$ cat src/rtl/vcb_pkg.sv
package vcb_pkg;
  typedef enum logic [1:0] {
    ST_IDLE = 2'd0,
    ST_REQ  = 2'd1,
    ST_WAIT = 2'd2
  } vcb_state_e;
endpackage

$ cat src/rtl/vcb_match.sv
// Parallel tag comparison across all entries.
module vcb_match #(
  parameter int ENTRIES = 4,
  parameter int ADDR_W  = 28,
  localparam int IDX_W  = (ENTRIES > 1) ? $clog2(ENTRIES) : 1
) (
  input  logic [ENTRIES-1:0] valid_vec,
  input  logic [ADDR_W-1:0]  tags [ENTRIES],
  input  logic [ADDR_W-1:0]  key,
  output logic [ENTRIES-1:0] match_vec,
  output logic               hit,
  output logic [IDX_W-1:0]   hit_idx
);
  for (genvar g = 0; g < ENTRIES; g++) begin : g_cmp
    assign match_vec[g] = valid_vec[g] && (tags[g] == key);
  end

  assign hit = |match_vec;

  always_comb begin
    hit_idx = '0;
    for (int i = 0; i < ENTRIES; i++) begin
      if (match_vec[i]) hit_idx = IDX_W'(i);
    end
  end
endmodule

$ cat src/rtl/vcb_store.sv
// Entry storage: valid bits under reset, tags and lines without.
module vcb_store #(
  parameter int ENTRIES = 4,
  parameter int ADDR_W  = 28,
  parameter int LINE_W  = 128,
  localparam int IDX_W  = (ENTRIES > 1) ? $clog2(ENTRIES) : 1
) (
  input  logic               clk,
  input  logic               rst_n,
  input  logic               wr_en,
  input  logic [IDX_W-1:0]   wr_idx,
  input  logic               wr_valid,
  input  logic [ADDR_W-1:0]  wr_addr,
  input  logic [LINE_W-1:0]  wr_line,
  output logic [ENTRIES-1:0] valid_vec,
  output logic [ADDR_W-1:0]  tags  [ENTRIES],
  output logic [LINE_W-1:0]  lines [ENTRIES]
);
  for (genvar g = 0; g < ENTRIES; g++) begin : g_ent
    logic sel;
    assign sel = wr_en && (wr_idx == IDX_W'(g));

    always_ff @(posedge clk) begin
      if (!rst_n)   valid_vec[g] <= 1'b0;
      else if (sel) valid_vec[g] <= wr_valid;
    end

    always_ff @(posedge clk) begin
      if (sel) begin
        tags[g]  <= wr_addr;
        lines[g] <= wr_line;
      end
    end
  end
endmodule

$ cat src/rtl/vcb_repl.sv
// Round-robin insertion pointer giving first-in first-out replacement.
module vcb_repl #(
  parameter int ENTRIES = 4,
  localparam int IDX_W  = (ENTRIES > 1) ? $clog2(ENTRIES) : 1
) (
  input  logic             clk,
  input  logic             rst_n,
  input  logic             adv,
  output logic [IDX_W-1:0] ptr
);
  localparam logic [IDX_W-1:0] LAST = IDX_W'(ENTRIES - 1);

  always_ff @(posedge clk) begin
    if (!rst_n)   ptr <= '0;
    else if (adv) ptr <= (ptr == LAST) ? '0 : ptr + 1'b1;
  end
endmodule

$ cat src/rtl/vcb_victim_buffer.sv
module vcb_victim_buffer
  import vcb_pkg::*;
#(
  parameter int ENTRIES = 4,
  parameter int ADDR_W  = 28,
  parameter int LINE_W  = 128
) (
  input  logic              clk,
  input  logic              rst_n,
  input  logic              probe_valid,
  output logic              probe_ready,
  input  logic [ADDR_W-1:0] probe_addr,
  input  logic              evict_valid,
  input  logic [ADDR_W-1:0] evict_addr,
  input  logic [LINE_W-1:0] evict_line,
  output logic              rsp_valid,
  output logic              rsp_hit,
  output logic [LINE_W-1:0] rsp_line,
  output logic              mem_req_valid,
  input  logic              mem_req_ready,
  output logic [ADDR_W-1:0] mem_req_addr,
  input  logic              mem_rsp_valid,
  output logic              mem_rsp_ready,
  input  logic [LINE_W-1:0] mem_rsp_line,
  output logic              fill_valid,
  output logic [LINE_W-1:0] fill_line
);
  localparam int IDX_W = (ENTRIES > 1) ? $clog2(ENTRIES) : 1;

  vcb_state_e state;

  logic [ENTRIES-1:0] valid_vec;
  logic [ADDR_W-1:0]  tags  [ENTRIES];
  logic [LINE_W-1:0]  lines [ENTRIES];
  logic [ENTRIES-1:0] match_vec;
  logic               hit;
  logic [IDX_W-1:0]   hit_idx;
  logic [IDX_W-1:0]   ptr;

  logic               accept, swap, mem_take, insert;
  logic               wr_en, wr_valid;
  logic [IDX_W-1:0]   wr_idx;
  logic [ADDR_W-1:0]  wr_addr;
  logic [LINE_W-1:0]  wr_line;

  // Held copy of the missing request and the line it displaces
  logic [ADDR_W-1:0]  pend_addr;
  logic               pend_ev_valid;
  logic [ADDR_W-1:0]  pend_ev_addr;
  logic [LINE_W-1:0]  pend_ev_line;

  assign probe_ready   = (state == ST_IDLE);
  assign mem_req_valid = (state == ST_REQ);
  assign mem_req_addr  = pend_addr;
  assign mem_rsp_ready = (state == ST_WAIT);

  assign accept   = probe_valid && probe_ready;
  assign swap     = accept && hit;
  assign mem_take = mem_rsp_valid && mem_rsp_ready;
  assign insert   = mem_take && pend_ev_valid;

  vcb_match #(.ENTRIES(ENTRIES), .ADDR_W(ADDR_W)) u_match (
    .valid_vec (valid_vec),
    .tags      (tags),
    .key       (probe_addr),
    .match_vec (match_vec),
    .hit       (hit),
    .hit_idx   (hit_idx)
  );

  // Swap and insert never coincide: probes are blocked while a miss is open
  always_comb begin
    wr_en    = swap || insert;
    wr_idx   = swap ? hit_idx : ptr;
    wr_valid = swap ? evict_valid : 1'b1;
    wr_addr  = swap ? evict_addr  : pend_ev_addr;
    wr_line  = swap ? evict_line  : pend_ev_line;
  end

  vcb_store #(.ENTRIES(ENTRIES), .ADDR_W(ADDR_W), .LINE_W(LINE_W)) u_store (
    .clk       (clk),
    .rst_n     (rst_n),
    .wr_en     (wr_en),
    .wr_idx    (wr_idx),
    .wr_valid  (wr_valid),
    .wr_addr   (wr_addr),
    .wr_line   (wr_line),
    .valid_vec (valid_vec),
    .tags      (tags),
    .lines     (lines)
  );

  vcb_repl #(.ENTRIES(ENTRIES)) u_repl (
    .clk   (clk),
    .rst_n (rst_n),
    .adv   (insert),
    .ptr   (ptr)
  );

  always_ff @(posedge clk) begin
    if (!rst_n) begin
      state      <= ST_IDLE;
      rsp_valid  <= 1'b0;
      rsp_hit    <= 1'b0;
      fill_valid <= 1'b0;
    end else begin
      rsp_valid  <= accept;
      rsp_hit    <= swap;
      fill_valid <= mem_take;
      unique case (state)
        ST_IDLE: if (accept && !hit)  state <= ST_REQ;
        ST_REQ:  if (mem_req_ready)   state <= ST_WAIT;
        ST_WAIT: if (mem_rsp_valid)   state <= ST_IDLE;
        default:                      state <= ST_IDLE;
      endcase
    end
  end

  always_ff @(posedge clk) begin
    if (swap) rsp_line <= lines[hit_idx];
    if (mem_take) fill_line <= mem_rsp_line;
    if (accept && !hit) begin
      pend_addr     <= probe_addr;
      pend_ev_valid <= evict_valid;
      pend_ev_addr  <= evict_addr;
      pend_ev_line  <= evict_line;
    end
  end
endmodule

$ cat config.mk
export PLATFORM = sky130hd
export DESIGN_NAME = vcb_victim_buffer
export DESIGN_NICKNAME = d
export VERILOG_FILES = /design/src/rtl/vcb_pkg.sv /design/src/rtl/vcb_match.sv /design/src/rtl/vcb_store.sv /design/src/rtl/vcb_repl.sv /design/src/rtl/vcb_victim_buffer.sv
export SDC_FILE = /design/constraint.sdc
export NUM_CORES = 1
export LEC_CHECK = 0
export BUFFER_PORTS_ARGS = -buffer_cell sky130_fd_sc_hd__buf_4
export CAP_MARGIN = 20
export CORE_UTILIZATION = 35
export CTS_CLUSTER_SIZE = 12
export DETAILED_ROUTE_END_ITERATION = 8
export PLACE_DENSITY = 0.51
export REMOVE_ABC_BUFFERS = 1
export SYNTH_ARGS = -nofsm -noshare
export SYNTH_HDL_FRONTEND = slang
export SYNTH_HIERARCHICAL = 1
export SYNTH_SLANG_ARGS = --single-unit
$ cat constraint.sdc
create_clock -name clk -period 35 [get_ports clk]
set_input_delay 1.75 -clock clk [delete_from_list [all_inputs] [get_ports clk]]
set_output_delay 1.75 -clock clk [all_outputs]
set_load 0.05 [all_outputs]
Yosys cells after proc, flatten, opt, wreduce, memory -nomap -nowiden
Index checks and enable logic that the tools add are counted.

Register bits: 1076. Output and inout bits: 290. Logic and storage cells: 73.

Add/subtract/negate cells: 1. $lt $le $gt $ge: 1. Equality and inequality tests: 13. Muxes and demuxes: 15. Bitwise gates (word level): 1. Reductions and logical operators: 19.

Operators with widths (count): two-way mux 128 bit (3); binary-select mux 128 bit (select 2 bit) (1); equality test 28 bit (4); two-way mux 28 bit (1); two-way mux 2 bit (7); logical AND 1 bit (13); equality test 2 bit (second input constant) (4); one-hot mux 2 bit (3 select lines) (1); equality test 2 x 1 -> 1 bit (second input constant) (2); logical NOT 2 bit (2); != test 2 x 1 -> 1 bit (second input constant) (2); OR reduction 4 bit (1); greater-or-equal comparator 3 bit (second input constant) (1); NOT 2 -> 3 bit (1); AND reduction 3 bit (1); adder 2 x 1 -> 2 bit (second input constant) (1); two-way mux 1 bit (2); != test 2 bit (second input constant) (1); logical NOT 1 bit (1); logical OR 1 bit (1).

Logic depth before layout (Yosys ltp)
Gate-level depths: netlist of run 1.

Depth in word-level cells: 9. Mapped depth: 13.

Cells and area by module
The synthesis of run 1 kept the hierarchy.

By module, submodules not included: vcb_store (times used 1, cells an instance 642, area an instance 18915.6 µm², sequential area each 18818.0 µm²); vcb_victim_buffer (times used 1, cells an instance 801, area an instance 18860.6 µm², sequential area each 13342.8 µm²); vcb_match (times used 1, cells an instance 171, area an instance 1323.8 µm², sequential area each 0.0 µm²); vcb_repl (times used 1, cells an instance 8, area an instance 95.1 µm², sequential area each 40.0 µm²).

Worst setup path before layout of run 1
Ideal clock, no wire load.

Kind: input -> register. Start: input port probe_addr[27]. End: register pend_addr[0] (netlist: mem_req_addr[0]) (enable). Setup time: 1.246 ns. Arrival time: 21.323 ns. Setup slack: 12.431 ns. Stages on the path: 6. Cell sequence: clkbuf_1 > xor2_1 > nor4_1 > nand4_1 > nand4_1 > nor4b_1.

Longest elaborated chain between the ends: 5. Elaborated cells on any way between the ends: 11. Those cells by class: 4 x eq/ne; 7 x reduce/logical.

Ends and longest elaborated chain: start, declared (RTL line vcb_victim_buffer.sv:12) `input logic [ADDR_W-1:0] probe_addr,`; equality test 28 bit (RTL line vcb_match.sv:15) `assign match_vec[g] = valid_vec[g] && (tags[g] == key);`; logical AND 1 bit (RTL line vcb_match.sv:15); OR reduction 4 bit (*) (RTL line vcb_match.sv:18) `assign hit = |match_vec;`; net hit (RTL line vcb_victim_buffer.sv:36) `logic hit;`; logical NOT 1 bit (*) (RTL line vcb_victim_buffer.sv:122) `if (accept && !hit) begin`; logical AND 1 bit (*) (RTL line vcb_victim_buffer.sv:122); end signal, assigned (RTL line vcb_victim_buffer.sv:123) `pend_addr <= probe_addr;`; end, declared (RTL line vcb_victim_buffer.sv:47) `logic [ADDR_W-1:0] pend_addr;`.

Mark *: on every way through the listed nets, which the timed path passes. The rest lies on a longest branch. A chain may end at the register's enable or synchronous reset.

Worst setup path in the final report of run 1
Start: input port probe_addr[26]. End: register u_store/lines[177] in the netlist's numbering (enable).

Elaborated cells on any way between the ends: 17. Those cells by class: 5 x eq/ne; 4 x mux; 8 x reduce/logical.

RTL lines: equality test 28 bit (RTL line vcb_match.sv:15); logical AND 1 bit (RTL line vcb_match.sv:15); OR reduction 4 bit (*) (RTL line vcb_match.sv:18); net hit (RTL line vcb_victim_buffer.sv:36); logical AND 1 bit (*) (RTL line vcb_victim_buffer.sv:58) `assign swap = accept && hit;`; two-way mux 2 bit (*) (RTL line vcb_victim_buffer.sv:74) `wr_idx = swap ? hit_idx : ptr;`; net wr_idx[0] (RTL line vcb_victim_buffer.sv:42) `logic [IDX_W-1:0] wr_idx;`; equality test 2 bit (*) (RTL line vcb_store.sv:21) `assign sel = wr_en && (wr_idx == IDX_W'(g));`; logical AND 1 bit (*) (RTL line vcb_store.sv:21); net u_store.g_ent[2].sel (RTL line vcb_store.sv:20) `logic sel;`; end signal, assigned by index (RTL line vcb_store.sv:31) `lines[g] <= wr_line;`; end, declared (RTL line vcb_store.sv:17) `output logic [LINE_W-1:0] lines [ENTRIES]`.

Marked as above.

==> metrics, run 1 <==
Setup TNS Final=0 ps; MaxCap Viol Count=0; Final Routed Wirelength=96800 um; GRT Residual Overflow=0; RSZ-0062 raised after global routing=no; Initial Util=35.4%; Vias=18201; num rows=122; top fanout value on the critical path=103; core outline area=0.111 mm2; CTS tree=built; GPL Wtd Cong=0.809; f_max=156 MHz; period utilization=18.4%; Syn Std Cell Area=0.0392 mm2; # hold bufs at CTS=0; Clock Latency Late Sink=700 ps; Comb power frac=4.0%; I/O Pins=608; Critical Path RT=35300 ps; drt initial violations=1126; register share of total power=53.9%; Ys Warns=6; Vias/cell=4.69; Layout area overhead=24.7%; Clk pwr share=42.1%; Die W=337 um; Power Dens Cells=54.8 mW/mm2; Final Max Slew Viols=0; Slew @ Worst Pin=1040 ps; Cells after DPL=3678; layout cells sized above 1=44.7%; Max VDD drop=0.0000396 V; PortBufs=607; Worst Skew=24.6 ps; first-pass GRT wire length=137000 um; min Tclk post-route=6430 ps; initial antenna violation count=8; number of global-route vias before repair=19303; Sw Ratio=20.5%; Gates resized, CTS repair=0; Sink Count=1076; endpoints failing hold=0; Critical Path AT=6730 ps; cell internal pwr=0.00213 W; Worst-path clk slew=60 ps; maximum buffer depth of the clock tree=3; worst hold path type=reg2reg; Synth Instances=1619; dpl hpwl=63100 um; status=complete, no violations; Crit. End Element=flip-flop; Post-CTS Setup Inserts=0; Worst Setup Start Kind=primary input; Final nets=2626; Slew Limit Headroom=31.0%; Leakage=16.4 nW; Fillers=9587; drt pass-1 iters=5; Tot GR Track Use=16.8%; Setup Viol. Count Final=0; final antenna-violating net count=0; root buf cell=clkbuf_16; CTS buffer count=114; Net Sw Power=0.000549 W; critical path class=in2reg; mean post-synth cell area=24.2 um2; routed len/inst=24.9 um; Die Height=337 um; largest net degree at the start of global routing=132; Die ar.=0.113 mm2; H-Tree Depth=3; # DRC=0; Finished Layout Cells=3883
## cell usage in the layout, fill, tap and decap left out, types with 19 or more instances in the layout
master / instances
clkinv_1: 22
nand4_1: 22
mux2_4: 80
xnor2_1: 84
mux4_2: 128
clkbuf_16: 114
mux2_2: 71
clkbuf_1: 30
buf_4: 625
xor2_1: 25
edfxtp_1: 1065
clkinv_2: 19
## path summary, 6_finish.rpt
path,start,endpoint,slack (ps),cells after the start
worst max-delay path,probe_addr[26],u_store/lines[177],28570,12
worst min-delay path,u_store/valid_vec[0],u_store/valid_vec[0],490,2
worst max register to register,u_store/tags[26],u_store/lines[177],29380,11
worst min register to register,u_store/valid_vec[0],u_store/valid_vec[0],490,2
## final cells by class
class | instances | area [um2] | share of cell area (%)
clock buffer | 147 | 3010 | 6.15
tap | 1488 | 1860 | 3.81
antenna | 3 | 7.51 | 0.0154
timing repair buffer | 629 | 4780 | 9.78
clock inverter | 54 | 445 | 0.911
multi-input combinational | 481 | 6540 | 13.4
inverter | 5 | 26.3 | 0.0538
sequential | 1076 | 32200 | 65.9
## worst max-delay path: stages
cell,delay (ps)
buf_4,150
xnor2_1,210
nand4_1,140
nor4_1,430
nand4_1,330
nand4_1,330
nor4bb_4,400
buf_12,460
mux2_2,460
nand3b_1,300
inv_8,660
buf_4,930
## power by group through the flow
stage	Sequential, W	Combinational (W)	Clock [W]
2_1_floorplan	0.00150	0.0000336	0
3_3_place_gp	0.00147	0.000106	0
3_5_place_dp	0.00147	0.000109	0
4_1_cts	0.00145	0.000109	0.00116
5_1_grt	0.00145	0.000114	0.00121
6_report	0.00145	0.000107	0.00113
## metrics by stage
| stage | area (um2) | setup slack [ps] | power, W | hold WS, ps | util, % |
|---|---|---|---|---|---|
| after floorplan | 38700 | 12620 | 0.00153 | 435 | - |
| after global placement | 45400 | 27770 | 0.00158 | 455 | 41.0 |
| after detailed placement | 45400 | 27690 | 0.00158 | 476 | 41.0 |
| after CTS | 48800 | 28420 | 0.00272 | 485 | 44.1 |
| after global routing | 48900 | 28210 | 0.00277 | 512 | 44.1 |
| final | 48900 | 28570 | 0.00268 | 485 | 44.1 |
## sequential cells by signal, summed over array words and instances (netlist names)
register	count
pend_ev_addr	28
u_store/tags	112
fill_valid	1
fill_line	128
u_repl/ptr	2
rsp_line	128
u_store/valid_vec	4
rsp_valid	1
rsp_hit	1
pend_ev_line	128
mem_req_addr	28
state	2
pend_ev_valid	1
u_store/lines	512
## metal layers
| metal | share of wire (%) | GRT usage (%) |
|---|---|---|
| met1 | 38 | 19.5 |
| met2 | 53 | 29.9 |
| met3 | 6.0 | 4.12 |
| met4 | 3.4 | 6.66 |
| met5 | 0.035 | 0 |
Power figures use the tool's default switching activity.
==> run 2, diff against run 1 <==
==> constraint.sdc (replaced) <==
create_clock -name clk -period 6.55 [get_ports clk]
set_input_delay 0.3275 -clock clk [delete_from_list [all_inputs] [get_ports clk]]
set_output_delay 0.3275 -clock clk [all_outputs]
set_load 0.05 [all_outputs]
==> run 2 against run 1 <==
Compared with the run above: global-route usage up 0.50 points; total power grew to 5.4 times the previous value; worst setup slack worse by 27000 ps; clock skew grew 6.7 ps; sequential share of layout area decreased by 4.2 points; via count grew 7.3%; combinational power grew to 6.9 times the previous value; non-clock buffer count rose by 320; cell area grew 6.7%; first-iteration DRC count up 13%; highest routed layer unchanged.
==> metrics, run 2 (synthesis results as in run 1) <==
I/O Pins=608; Worst Skew=31.3 ps; Tot GR Track Use=17.3%; Area after DPL=0.0455 mm2; endpoints failing hold=0; Tot Pwr=0.0145 W; f_max=212 MHz; Biggest register=u_store/lines; MaxCap Viol Count=0; Die ar.=0.113 mm2; GPL Wtd Cong=0.793; period utilization=72.0%; final antenna-violating net count=0; GRT met1 Usage=20.5%; RSZ-0062 raised after global routing=no; Final nets=2945; worst hold path type=in2reg; largest net degree at the start of global routing=127; initial antenna violation count=9; number of global-route vias before repair=21024; Leakage=17.8 nW; Clock Latency Late Sink=710 ps; Gates resized, CTS repair=0; first-pass GRT wire length=142000 um; cell area after layout=0.0522 mm2; root buf cell=clkbuf_16; R2R cell count=9; Max VDD drop=0.000216 V; drt pass-1 iters=7; CTS buffer count=113; Critical Path AT=5070 ps; num rows=122; maximum buffer depth of the clock tree=3; met2 usage=31.2%; Crit. End Element=flip-flop; Slew Limit Headroom=31.9%; max reg flops=512; Setup TNS Final=0 ps; Critical Path RT=6900 ps; drt initial violations=1267; Die Height=337 um; fin util=47.1%; Sink Count=1076; Final Routed Wirelength=99300 um; GRT Residual Overflow=0; H-Tree Depth=3; status=complete, no violations; Final Max Slew Viols=0; GR peak layer=met2; commonest non-fill, non-tap cells in the layout=1065 x edfxtp_1, 618 x buf_4, 319 x dlygate4sd3_1, 128 x mux4_2, 113 x clkbuf_16; Vias/cell=4.65; Slew @ Worst Pin=1020 ps; Worst Setup Start Kind=primary input; CTS tree=built; met3 Usage GRT=3.49%; Fillers=9300; dpl hpwl=62100 um; top fanout value on the critical path=42; most common cell after layout, fill and taps aside=edfxtp_1; Setup Viol. Count Final=0; # DRC=0; Layout area overhead=33.1%; PortBufs=607; critical path class=in2reg; Die W=337 um; Vias=19529; layout cells sized above 1=39.4%; Worst-path clk slew=60 ps; area occupied by multi-input gates=0.00654 mm2; register area=0.0322 mm2; Power Dens Cells=277 mW/mm2; core outline area=0.111 mm2; Initial Util=35.4%; Post-CTS Setup Inserts=0; hold depth=2; min Tclk post-route=4720 ps; routed len/inst=23.6 um
-- run 2: cell count changes in the layout (fill, tap and decap cells not counted), moves of 2 or more --
cell / before / now
clkinv_16: 0 / 2
buf_4: 625 / 618
clkinv_1: 22 / 19
buf_12: 3 / 12
dlygate4sd3_1: 0 / 319
clkbuf_1: 30 / 37
inv_6: 4 / 2
clkinv_2: 19 / 17
-- run 2: worst max-delay path, cell delays in order --
cell           delay, ps
dlygate4sd3_1        560
buf_4                180
xnor2_1              340
nand4_1              140
nor4_1               340
nand4_1              320
nand4_1              350
nor4bb_4             620
mux2_2               460
and3b_4              900
buf_4                490
-- run 2: path summary, 6_finish.rpt --
check	from	to	slack [ps]
worst max-delay path	probe_addr[11]	u_store/tags[82]	1830
worst min-delay path	mem_rsp_line[106]	fill_line[106]	340
worst max register to register	u_store/tags[11]	u_store/tags[82]	1840
worst min register to register	u_store/valid_vec[0]	u_store/valid_vec[0]	470
-- run 2: power by group --
| group | switching (W) | internal (W) | leakage (nW) | total, W |
|---|---|---|---|---|
| clock network | 0.00261 | 0.00340 | 1.68 | 0.00601 |
| registers | 0.0000282 | 0.00769 | 9.77 | 0.00772 |
| logic | 0.000368 | 0.000372 | 6.34 | 0.000740 |
-- run 2: per-stage QoR --
stage               hold slack, ps  std cells  setup slack, ps
global route                   304       4203             1520
finish                         337       4203             1830
floorplan                      426       1562           -14460
detailed placement             460       3680             1760
global placement               448       3680             1880
CTS                            283       4201             1840
-- run 2: layer usage --
metal	routed length, um	up-vias	part of all wire, %
met3	5620	144	5.7
met5	63	-	0.063
met4	2900	10	2.9
met2	52200	600	53
met1	38500	10103	39
li1	-	8672	-
-- run 2: what timing repair did --
| item | CTS | global route |
|---|---|---|
| hold buffers | 319 | 0 |
| hold endpoints to repair | 928 | 0 |
| endpoints found under the setup margin | 0 | 0 |
-- run 2: cell type report --
type,instances,area share [%]
timing repair buffer,949,15.5
antenna,2,0.00960
tap,1488,3.57
clock buffer,152,5.74
clock inverter,50,0.876
sequential,1076,61.7
multi-input combinational,481,12.5
inverter,5,0.0504
==> run 3, diff against run 2 <==
--- a/config.mk
+++ b/config.mk
@@ -5,12 +5,13 @@
 export SDC_FILE = /design/constraint.sdc
 export NUM_CORES = 1
 export LEC_CHECK = 0
+export ABC_AREA = 1
 export BUFFER_PORTS_ARGS = -buffer_cell sky130_fd_sc_hd__buf_4
 export CAP_MARGIN = 20
 export CORE_UTILIZATION = 35
 export CTS_CLUSTER_SIZE = 12
 export DETAILED_ROUTE_END_ITERATION = 8
-export PLACE_DENSITY = 0.51
+export PLACE_DENSITY = 0.5
 export REMOVE_ABC_BUFFERS = 1
 export SYNTH_ARGS = -nofsm -noshare
 export SYNTH_HDL_FRONTEND = slang
==> constraint.sdc (replaced) <==
create_clock -name clk -period 4.92 [get_ports clk]
set_input_delay 0.246 -clock clk [delete_from_list [all_inputs] [get_ports clk]]
set_output_delay 0.246 -clock clk [all_outputs]
set_load 0.05 [all_outputs]
==> run 3 against run 2 <==
Compared with the run above: die area rose by 6.4%; combinational power rose by 45%; sequential power rose by 33%; global-route usage rose by 1.8 points; utilization fell by 0.57 points; register-to-register slack got worse by 780 ps; critical path type is now reg2reg; largest power group unchanged.
==> metrics, run 3 <==
status=complete, no violations; Fillers=10444; # hold bufs at CTS=317; final antenna-violating net count=0; GPL Wtd Cong=0.889; layout cells sized above 1=19.9%; fin util=46.5%; Post-synth EDFFs=1065; register area share after synthesis=77.2%; Synth Area in Adders=0.0300%; Synth Register Bits=1076; Worst-path clk slew=60 ps; area occupied by multi-input gates=0.00739 mm2; Cells after DPL=5210; Power Dens Cells=358 mW/mm2; Leakage=21.2 nW; GR peak layer=met2; # DRC=0; mux cell area share after synthesis=0%; FF-to-FF setup slack=1060 ps; top fanout value on the critical path=54; number of global-route vias before repair=26743; period utilization=78.5%; CTS buffer count=116; critical path class=reg2reg; Yosys top cell area share=76.7%; Vias=26978; Distinct cells, synth=24; largest net degree at the start of global routing=181; Ys Warns=6; top_reg_cell synth=edfxtp_1; Max VDD drop=0.000282 V; initial antenna violation count=9; drt initial violations=1758; dpl hpwl=72000 um; I/O Pins=608; Initial Util=35.3%; core outline area=0.118 mm2; register area=0.0322 mm2; Critical Path AT=4400 ps; H-Tree Depth=3; Slew @ Worst Pin=1010 ps; Slew Limit Headroom=32.9%; Crit. End Element=flip-flop; f_max=259 MHz; worst hold path type=in2reg; ys async rst share=0%; RSZ-0062 raised after global routing=no; Final Routed Wirelength=118000 um; Biggest register=u_store/lines; Final nets=4429; Synth Instances=3178; most common cell after layout, fill and taps aside=edfxtp_1; Post-CTS Setup Inserts=0; CTS tree=built; GRT Residual Overflow=0; PortBufs=607; post-synthesis simple-gate area fraction=12.3%; Critical Path RT=5450 ps; max reg flops=512; CP dominant cell by count=nand2_1; Clock Latency Late Sink=710 ps; maximum buffer depth of the clock tree=3; Layout area overhead=31.6%; count leader, synth=edfxtp_1; Gates resized, CTS repair=0; Syn Std Cell Area=0.0417 mm2; root buf cell=clkbuf_16; XOR/XNOR share of the synthesized area=0.210%; Finished Layout Cells=5743; complex-gate fraction of the synthesized area=5.12%; GRT met1 Usage=26.5%; largest family of logic cells by synthesized area=simple AND/OR/NAND/NOR gates; Setup Viol. Count Final=0; Die ar.=0.121 mm2; routed len/inst=20.5 um; top post-synthesis cells by count=1065 x edfxtp_1, 989 x nand2_1, 374 x inv_1; num rows=126; Die Height=347 um; Final Max Slew Viols=0; MaxCap Viol Count=0; Vias/cell=4.70; endpoints failing hold=0; first-pass GRT wire length=172000 um; slowest CP cell=buf_4; Worst Setup Start Kind=flip-flop; met3 Usage GRT=2.97%; Crit path buffers/inverters=4; min Tclk post-route=3860 ps; drt pass-1 iters=5; Sink Count=1076; largest delay contributor family on the critical path=simple AND/OR/NAND/NOR gates; met2 usage=31.1%; post-synth top area cell=edfxtp_1; Die W=347 um; worst-path cell chain=inv_1 -> nand2_1 -> o21ai_0 -> inv_1 -> o21ai_0 -> nor2_1 -> nand2_1 -> nor2_2 -> nor2_1 -> nand2_4 -> nand3_4 -> buf_4 -> buf_4 -> nand2_1 -> nand2_1; mean post-synth cell area=13.1 um2; commonest non-fill, non-tap cells in the layout=1065 x edfxtp_1, 987 x nand2_1, 635 x buf_4, 366 x inv_1, 317 x dlygate4sd3_1; Worst Skew=27.7 ps; Tot GR Track Use=19.2%; ranking of synthesized cells by area=edfxtp_1 77%, nand2_1 8.9%, o211ai_1 4.7%, inv_1 3.4%, nand4_1 2.4%; Crit path largest cell delay=740 ps
==> run 3: changes by cell type in the layout (fill, tap and decap cells not counted), sizes merged, moves of 7 or more <==
cell,delta
o21ai,+32
inv,+388
xnor2,-76
clkinv,+8
mux2,-158
nor2,+86
nand2,+980
xor2,-23
nand3,+7
mux4,-128
buf,+22
nor4,-12
nand4,+136
o211ai,+258
==> run 3: logic make-up (layout without fill, tap and decap cells) <==
logic type,Yosys count,after routing
and+or+nand+nor,1248,1248
DFF,1076,1076
buffers and inverters,547,1573
AOI/OAI and AO/OA,296,296
xor gates and xnor gates,10,10
adders and majority gates,1,1
other,0,3
==> run 3: power by group <==
part | leakage [nW] | switching, W | internal, W | total, W
sequential | 9.77 | 0.0000358 | 0.0102 | 0.0103
combinational | 9.67 | 0.000628 | 0.000441 | 0.00107
clock | 1.75 | 0.00352 | 0.00479 | 0.00831
total | 21.2 | 0.00418 | 0.0155 | 0.0197
==> run 3: cell type report <==
class / count / area share (%)
clock inverters: 61 / 0.918
repair buffers: 969 / 15.1
multi-input cells: 1555 / 13.5
well taps: 1536 / 3.50
clock buffers: 151 / 5.60
flip-flops and latches: 1076 / 58.7
diodes: 3 / 0.0137
inverters: 392 / 2.77
==> run 3: final timing paths <==
path                        end  cells past startpoint        startpoint
max          u_store/lines[209]                     15  u_store/tags[33]
min                   rsp_valid                      3       probe_valid
max reg2reg  u_store/lines[209]                     15  u_store/tags[33]
min reg2reg       u_repl/ptr[0]                      2     u_repl/ptr[0]
==> run 3: metrics by stage <==
| stage | worst slack, ps | hold slack [ps] | total power (W) | setup TNS, ps | instance area (um2) |
|---|---|---|---|---|---|
| final | 1060 | 95.2 | 0.0197 | 0 | 54900 |
| after global routing | 770 | 63.9 | 0.0203 | 0 | 54900 |
| after CTS | 1020 | 10.4 | 0.0199 | 0 | 54900 |
| after detailed placement | 962 | 425 | 0.0113 | 0 | 48100 |
| after global placement | 984 | 424 | 0.0113 | 0 | 48100 |
| after floorplan | -10940 | 345 | 0.0108 | -8124180 | 41000 |
==> run 3: routing by layer <==
layer / wire [um] / vias to the layer above
met5: 53 / -
met4: 2520 / 10
met3: 5950 / 151
met2: 55600 / 672
met1: 53500 / 13151
li1: - / 12994
==> run 3: tightest hold or removal path, stage by stage <==
cell and delay, ps:
buf_6 180, nand2_1 160, nor2_1 50
